[src/rtl/crypto_len_ctrl.sv]
module crypto_len_ctrl #(
  parameter int PAY_W     = 61,
  parameter int AUTH_W    = 32,
  parameter int BLK_BYTES = 16,
  parameter int J_W       = 28
) (
  input  logic              clk,
  input  logic              rst_n,
  input  logic [1:0]        mode_sel,
  input  logic              save_ctx_en,
  input  logic              host_we,
  input  logic              host_re,
  input  logic [1:0]        host_addr,
  input  logic [31:0]       host_wdata,
  output logic [31:0]       host_rdata,
  input  logic              blk_go,
  input  logic              out_ack,
  input  logic              saved_ack,
  output logic              start,
  output logic              done,
  output logic [PAY_W-1:0]  pay_rem,
  output logic [AUTH_W-1:0] auth_rem,
  output logic [$clog2(BLK_BYTES):0] cur_bytes,
  output logic              auth_phase,
  output logic              endless,
  output logic [J_W-1:0]    xts_j,
  output logic              ctx_ready,
  output logic              saved_ready,
  output logic              input_ready,
  output logic              output_ready
);
  localparam int CNT_W = $clog2(BLK_BYTES) + 1;
  localparam int HI_W  = PAY_W - 32;
  localparam logic [PAY_W-1:0]  BLK_P = PAY_W'(BLK_BYTES);
  localparam logic [AUTH_W-1:0] BLK_A = AUTH_W'(BLK_BYTES);
  localparam logic [CNT_W-1:0]  BLK_C = CNT_W'(BLK_BYTES);

  logic [31:0]       lo_q;
  logic [HI_W-1:0]   hi_q;
  logic [PAY_W-1:0]  pay_q, pay_nxt, new_pay;
  logic [AUTH_W-1:0] auth_q, auth_nxt;
  logic [J_W-1:0]    j_q;
  logic busy, endless_q, out_full, saved_q, start_q, done_q;

  wire idle     = !busy && !saved_q;
  wire combined = (mode_sel == 2'd1);
  wire tweaked  = (mode_sel == 2'd2);
  wire wr_lo    = host_we && idle && host_addr == 2'd0;
  wire wr_hi    = host_we && idle && host_addr == 2'd1;
  wire wr_auth  = host_we && idle && host_addr == 2'd2;
  wire go_basic = wr_hi && !combined;
  wire go_comb  = wr_auth && combined &&
                  (({hi_q, lo_q} != '0) || (host_wdata[AUTH_W-1:0] != '0));
  wire go       = go_basic || go_comb;
  wire take     = blk_go && busy && !out_full;

  assign new_pay  = go_comb ? {hi_q, lo_q} : {host_wdata[HI_W-1:0], lo_q};
  assign pay_nxt  = (pay_q >= BLK_P) ? pay_q - BLK_P : '0;
  assign auth_nxt = (auth_q >= BLK_A) ? auth_q - BLK_A : '0;
  assign auth_phase = busy && (auth_q != '0);

  wire fin = take && (auth_phase ? (auth_nxt == '0 && pay_q == '0)
                                 : (!endless_q && pay_nxt == '0));

  always_comb begin
    if (!busy)              cur_bytes = '0;
    else if (auth_phase)    cur_bytes = (auth_q >= BLK_A) ? BLK_C : auth_q[CNT_W-1:0];
    else if (endless_q)     cur_bytes = BLK_C;
    else                    cur_bytes = (pay_q >= BLK_P) ? BLK_C : pay_q[CNT_W-1:0];
  end

  always_ff @(posedge clk or negedge rst_n) begin
    if (!rst_n) begin
      lo_q <= '0; hi_q <= '0; pay_q <= '0; auth_q <= '0; j_q <= '0;
      busy <= 1'b0; endless_q <= 1'b0; out_full <= 1'b0; saved_q <= 1'b0;
      start_q <= 1'b0; done_q <= 1'b0;
    end else begin
      start_q <= 1'b0;
      done_q  <= 1'b0;
      if (wr_lo) lo_q <= host_wdata;
      if (wr_hi) hi_q <= host_wdata[HI_W-1:0];
      if (wr_auth && tweaked) j_q <= host_wdata[31 -: J_W];
      if (go) begin
        busy      <= 1'b1;
        start_q   <= 1'b1;
        pay_q     <= new_pay;
        auth_q    <= go_comb ? host_wdata[AUTH_W-1:0] : '0;
        endless_q <= !combined && (new_pay == '0);
      end
      if (out_ack) out_full <= 1'b0;
      if (take) begin
        out_full <= 1'b1;
        if (auth_phase)      auth_q <= auth_nxt;
        else if (!endless_q) pay_q  <= pay_nxt;
        if (fin) begin
          busy    <= 1'b0;
          done_q  <= 1'b1;
          saved_q <= save_ctx_en;
        end
      end
      if (saved_ack) saved_q <= 1'b0;
    end
  end

  assign start        = start_q;
  assign done         = done_q;
  assign pay_rem      = pay_q;
  assign auth_rem     = auth_q;
  assign xts_j        = j_q;
  assign endless      = busy && endless_q;
  assign ctx_ready    = idle;
  assign saved_ready  = saved_q;
  assign input_ready  = busy && !out_full;
  assign output_ready = out_full;
  assign host_rdata   = (host_re && host_addr == 2'd3)
                        ? {28'b0, ctx_ready, saved_ready, input_ready, output_ready}
                        : 32'b0;


  flag_excl_chk: assert property (@(posedge clk) disable iff (!rst_n)
    !(ctx_ready && saved_ready));

  saved_src_chk: assert property (@(posedge clk) disable iff (!rst_n)
    $rose(saved_ready) |-> $past(save_ctx_en));

  pay_mono_chk: assert property (@(posedge clk) disable iff (!rst_n)
    (busy && $past(busy)) |-> (pay_rem <= $past(pay_rem)));

  done_zero_chk: assert property (@(posedge clk) disable iff (!rst_n)
    done |-> (pay_rem == '0 && auth_rem == '0 && !input_ready));

  endless_chk: assert property (@(posedge clk) disable iff (!rst_n)
    endless |=> !done);

  io_excl_chk: assert property (@(posedge clk) disable iff (!rst_n)
    !(input_ready && output_ready));

  start_rise_chk: assert property (@(posedge clk) disable iff (!rst_n)
    $rose(input_ready) && !$past(output_ready) |-> $past(start) || start);
endmodule

[config.mk]
export PLATFORM = sky130hd
export DESIGN_NAME = crypto_len_ctrl
export DESIGN_NICKNAME = d
export VERILOG_FILES = /design/src/rtl/crypto_len_ctrl.sv
export SDC_FILE = /design/constraint.sdc
export NUM_CORES = 1
export LEC_CHECK = 0
export ABC_AREA = 1
export CAP_MARGIN = 25
export CORE_MARGIN = 4
export CORE_UTILIZATION = 60
export CTS_CLUSTER_DIAMETER = 30
export DETAILED_ROUTE_END_ITERATION = 8
export DONT_BUFFER_PORTS = 1
export GPL_TIMING_DRIVEN = 1
export PLACE_DENSITY = 0.83
export REMOVE_ABC_BUFFERS = 1
export SETUP_SLACK_MARGIN = 0.15
export SLEW_MARGIN = 20
export SYNTH_ARGS = -nofsm -noshare
export SYNTH_HDL_FRONTEND = slang
export SYNTH_SLANG_ARGS = --single-unit
[constraint.sdc]
create_clock -name clk -period 3 [get_ports clk]
set_input_delay 0.45 -clock clk [delete_from_list [all_inputs] [get_ports clk]]
set_output_delay 0.45 -clock clk [all_outputs]
set_load 0.03 [all_outputs]
Yosys cells after proc, flatten, opt, wreduce, memory -nomap -nowiden
Index checks and enable logic that the tools add are counted.
Widths: inputs -> output; s select.
{ "op_classes": {"n_addsub": 2, "n_lt_le_gt_ge": 2, "n_eq_ne": 5, "n_mux": 29, "n_reduce_logical": 38} }
{ "ops": {"columns": ["op", "n"], "rows": [
  ["$mux 61", 6],
  ["$logic_not 61->1", 3],
  ["$mux 32", 5],
  ["$reduce_bool 32->1", 2],
  ["$ge 61x5->1 const B", 1],
  ["$reduce_bool 61->1", 1],
  ["$sub 61x5->61 const B", 1],
  ["$ge 32x5->1 const B", 1],
  ["$logic_not 32->1", 1],
  ["$sub 32x5->32 const B", 1],
  ["$mux 5", 5],
  ["$logic_and 1x1->1", 19],
  ["$mux 1", 12],
  ["$eq 2x2->1 const B", 3],
  ["$reduce_bool 2->1", 3],
  ["$logic_not 1->1", 5],
  ["$eq 2x1->1 const B", 2],
  ["$mux 4", 1],
  ["$logic_not 2->1", 1],
  ["$logic_or 1x1->1", 2],
  ["$reduce_and 2->1", 1]
]} }
{ "word_totals": {"reg_bits": 188, "inputBits": 44, "out_inout_bits": 166, "elab_cells": 87} }

Depth between registers and ports, before layout
{ "depth": {"word_depth": 11, "depth_mapped": 19, "mapped_depth_nobuf": 19} }

Least setup slack after synthesis
No wires, ideal clock.
{ "synth_path": {"path_type": "register to output", "start": "register auth_q[4], in the netlist auth_rem[4]", "end": "output port cur_bytes[4]", "arrival_ns": 2.738, "required_ns": 2.550, "slack_ns": -0.188, "stages_incl_launch_ff": 12, "n_path_buf": 0, "cell_sequence": "dfrtp_1 inv_2 ha_1 nand2_2 nor2_4 nand2_1 nor3_2 nor2_1 nor2_2 inv_2 nor2_1 a211oi_1"} }
{ "synth_via": {"elab_chain_len": 4, "word_cells_on_any_way": 6, "cone_classes": "1 x order compare; 3 x mux; 2 x reduce/logical"} }
{ "synth_lines": {"columns": ["item", "line", "source"], "rows": [
  ["start: declaration", "41", "logic [AUTH_W-1:0] auth_q, auth_nxt;"],
  ["start signal: assignment", "87", "auth_q <= go_comb ? host_wdata[AUTH_W-1:0] : '0;"],
  ["start signal: assignment", "93", "if (auth_phase) auth_q <= auth_nxt;"],
  ["$reduce_bool 32->1", "60", "assign auth_phase = busy && (auth_q != '0);"],
  ["$logic_and 1x1->1", "60", null],
  ["via auth_phase", "24", "output logic auth_phase,"],
  ["$mux 5", "67", "else if (auth_phase) cur_bytes = (auth_q >= BLK_A) ? BLK_C : auth_q[CNT_W-1:0];"],
  ["$mux 5", "66", "if (!busy) cur_bytes = '0;"],
  ["end: declaration", "23", "output logic [$clog2(BLK_BYTES):0] cur_bytes,"]
]} }
The timed path passes the listed nets, and every way through them passes these cells.

Worst setup path in the final report
{ "layout_path": {"start": "register auth_q[2], in the netlist auth_rem[2]", "end": "output port cur_bytes[4]"} }
{ "layout_via": {"elab_chain_len": 4, "word_cells_on_any_way": 6, "cone_classes": "1 x order compare; 3 x mux; 2 x reduce/logical"} }
{ "layout_lines": {"columns": ["item", "line"], "rows": [
  ["$ge 32x5->1 or $reduce_bool 32->1 (tied branches)", "67, 60"],
  ["$mux 5 or $logic_and 1x1->1 (tied branches)", "67, 60"],
  ["$mux 5 (*)", "67"],
  ["$mux 5 (*)", "66"]
]} }
Mark *: on every way between the ends. The rest lies on a longest branch, timed or not.

==> impl_metrics.py <==
metrics = {
    "sta": {
        "setup_ws_ns": -0.09011,
        "fin_worst_skew_ns": 0.01294,
        "period_needed_ns": 3.090,
        "hold_viol": 188,
        "setup_violations": 2,
        "slew_viol_final": 0,
        "fmax_mhz": 323.6,
        "fin_hold_ws_ns": -0.3113,
        "rsz0062_at_grt": "yes",
        "worst_pin_slew_ns": 0.6622,
        "tns_ns": -0.09477,
        "slew_headroom_pct": 55.39,
        "min_period_over_period_pct": 103.0,
    },
    "critical_path": {
        "path_delay_family": "simple AND/OR/NAND/NOR gates",
        "worstSetupPathType": "reg -> out",
        "path_cells": "nor2_1 -> nand3_1 -> nor2_1 -> nor2_1 -> nand2_4 -> inv_4 -> nand2_1 -> inv_2 -> a211oi_2 -> buf_4",
        "crit_slowest_cell": "nor2_1",
        "crit_top_cell": "nor2_1",
        "cp.arrival_ns": 2.64,
        "critPathMaxFanout": 6,
        "crit_buf_inv": 3,
        "crit_path_end_kind": "output pin",
        "crit_required_ns": 2.55,
        "critPathMaxStageDelay_ns": 0.42,
        "startpoint_type": "flip-flop",
    },
    "routing": {
        "wl_per_cell_um": 23.44,
        "wl_um": 51710,
        "drc": 0,
        "initialDrtViolationCount": 2452,
        "via_count": 14257,
        "avgViaCountPerCell": 6.463,
        "drt_first_pass_iters": 7,
        "antenna_left": 0,
    },
    "synthesis": {
        "yosysWarnings": 0,
        "synthXorXnorAreaFrac_pct": 2.266,
        "synthAdderAreaFrac_pct": 0.5222,
        "synthFlopType": "dfrtp_1",
        "synth_enable_flop_cells": 0,
        "synth_top_family_by_area": "simple AND/OR/NAND/NOR gates",
        "postSynthCellCount": 1733,
        "syn_area_sq_um": 11980,
        "ys_async_sr_fraction_pct": 100.0,
        "yosys.area_share.simple_pct": 31.21,
        "synth-compound-area-share_pct": 16.90,
        "synth_cell_types": 47,
        "syn_area_per_cell_sq_um": 6.913,
        "ys_ff_latch": 188,
        "yosys-mux-area-fraction_pct": 0.09399,
        "synth-seq-area-share_pct": 39.27,
    },
    "hold_path": {
        "hold_path_class": "in -> async",
    },
    "pwr": {
        "power_density_nw_per_um2": 1040,
        "ir_worst_vdd_mv": 0.6051,
        "total_power_mw": 15.61,
        "leakage_nw": 7.092,
    },
    "cts": {
        "clock_latency_ns": 0.45,
        "cts_root_buf": "clkbuf_16",
        "htree_levels": 4,
        "clk_path_buf_depth": 2,
        "clkTransAtPathRegs_ns": 0.08,
        "cts_buffers": 17,
        "cts_sinks": 188,
        "cts_tree": "yes",
    },
    "die": {
        "die_w_um": 149.3,
        "fp.dieH_um": 149.3,
        "start_util_pct": 61.35,
        "core-area_sq_um": 19530,
        "rows": 51,
        "pin_count": 210,
        "die_area_sq_um": 22290,
    },
    "placement": {
        "dp_slack_ns": -0.02602,
        "hpwl_um": 35760,
        "io_buffer_count": 0,
        "gp_congestion": 1.014,
    },
    "layout": {
        "antenna_cells": 0,
        "fin_util_pct": 76.88,
        "drive_above_1_share_pct": 24.01,
        "area_delta_synth_final_pct": 25.31,
        "nets": 1978,
    },
    "global_routing": {
        "grt_pass1_wl_um": 73370,
        "gr-total-overflow": 0,
        "grt_max_degree": 189,
        "grt_util_all_layers_pct": 43.06,
        "antenna_found_initial": 1,
        "grt_pass1_vias": 13035,
    },
    "run": {
        "drv_cap": 0,
    },
    "outcome": {
        "violations": "negative hold slack, negative setup slack",
        "status": "finished with violations",
    },
}
## worst register-to-register path, delay by kind of cell (launching register included)
kind | cells | cell delay (ns)
buffers and inverters | 10 | 1.01
AND/OR/NAND/NOR | 11 | 1.28
adder cells (fa/ha/maj) | 1 | 0.16
flip-flops | 1 | 0.40
AO/OA/AOI/OAI | 1 | 0.07
## registers in the layout, indices dropped and copies added, names as in the netlist
name / flops
pay_rem: 61
xts_j: 28
saved_ready: 1
busy: 1
hi_q: 29
lo_q: 32
output_ready: 1
auth_rem: 32
start: 1
endless_q: 1
done: 1
## Yosys cell counts, drive strengths merged, types with 10 or more instances
| master | number | share of area, % |
|---|---|---|
| nand2 | 456 | 15 |
| nor2 | 252 | 8.8 |
| o21ai | 205 | 8.6 |
| dfrtp | 188 | 39 |
| inv | 169 | 5.3 |
| nand3 | 99 | 4.3 |
| a21oi | 72 | 3.0 |
| buf | 56 | 3.2 |
| clkbuf | 40 | 1.3 |
| a31oi | 26 | 1.4 |
| nand4 | 26 | 1.4 |
| xor2 | 25 | 1.8 |
| o211ai | 24 | 1.5 |
| nor3 | 17 | 0.85 |
| nor4 | 16 | 0.84 |
| a21boi | 10 | 0.63 |
## per-stage QoR
stage / hold WS, ns / std cells / instance area [sq um]
floorplan: 0.1544 / 1664 / 11550
global placement: 0.1589 / 2110 / 13310
detailed placement: 0.1590 / 2110 / 13310
CTS: -0.3115 / 2177 / 14330
global route: -0.3225 / 2206 / 15010
finish: -0.3113 / 2206 / 15010
## cell families after synthesis
| kind of cell | Yosys count |
|---|---|
| adders and majority gates | 5 |
| buffers and inverters | 265 |
| other | 1 |
| AOI/OAI and AO/OA | 366 |
| xor gates and xnor gates | 31 |
| and+or+nand+nor | 876 |
| DFF | 188 |
| muxes | 1 |
## final timing paths
path / slack (ns) / depth (start not counted) / end / startpoint
setup / recovery: -0.09 / 10 / cur_bytes[4] / auth_rem[2]
hold / removal: -0.31 / 0 / pay_rem[8] / rst_n
setup reg to reg: 0 / 23 / busy / auth_rem[5]
hold reg to reg: 0.52 / 2 / hi_q[15] / hi_q[15]
max in group asynchronous: 2.98 / 0 / pay_rem[36] / rst_n
min in group clk: 0.09 / 1 / output_ready / out_ack
## placed cells by master, fill, tap and decap left out, types with 4 or more instances in the layout
cell / synthesis / layout
o211ai_1: 24 / 24
nand2_2: 11 / 28
nor2_2: 20 / 49
xnor2_1: 6 / 6
conb_1: 1 / 28
xor2_1: 25 / 24
buf_12: 0 / 7
a21oi_1: 72 / 68
nand2_4: 1 / 4
nand2_1: 444 / 423
nor4_1: 16 / 14
a21boi_0: 10 / 10
dfrtp_2: 0 / 19
nor3_1: 15 / 13
inv_8: 0 / 5
dfrtp_1: 188 / 169
buf_4: 29 / 226
inv_2: 12 / 19
nand3_2: 3 / 12
nand4_1: 26 / 26
inv_1: 157 / 148
nand3_1: 96 / 87
nor2_1: 225 / 166
buf_6: 5 / 10
o221ai_1: 7 / 7
nor2_4: 7 / 37
o21ai_0: 192 / 190
a21oi_2: 0 / 4
clkbuf_16: 0 / 19
a31oi_1: 26 / 26
o22ai_1: 8 / 8
o21ai_1: 13 / 13
## where the power goes
| group | switching [mW] | internal (mW) |
|---|---|---|
| Sequential | 1.40 | 3.64 |
| Clock | 1.16 | 1.11 |
| Combinational | 5.38 | 2.93 |
| Total | 7.93 | 7.68 |
## cell type report
cell class | instances | area, sq um
Clock buffer | 17 | 425.4
Clock inverter | 14 | 146.4
Fill cell | 1429 | 4514
Inverter | 169 | 650.6
Multi-Input combinational cell | 1307 | 6725
Sequential cell | 188 | 4728
Tap cell | 265 | 331.6
Timing Repair Buffer | 245 | 1999
Timing Repair inverter | 1 | 5.005
## timing repair
| item | CTS | global route |
|---|---|---|
| hold endpoints to repair | 188 | 188 |
| pin swaps | 16 | 35 |
| setup buffers | 36 | 26 |
| endpoints found under the setup margin | 8 | 28 |
| cloned | 0 | 3 |
| gates resized for setup | 59 | 129 |
## per-layer routing
metal	track usage, %	vias to the layer above	wire [um]	share of wire (%)
met1	53.47	6629	17690	34
met4	25.45	0	3969	7.7
met2	68.32	1270	23250	45
met5	0	-	0	0
li1	-	6038	-	-
met3	10.64	320	6805	13
(Power assumes the default switching activity.)
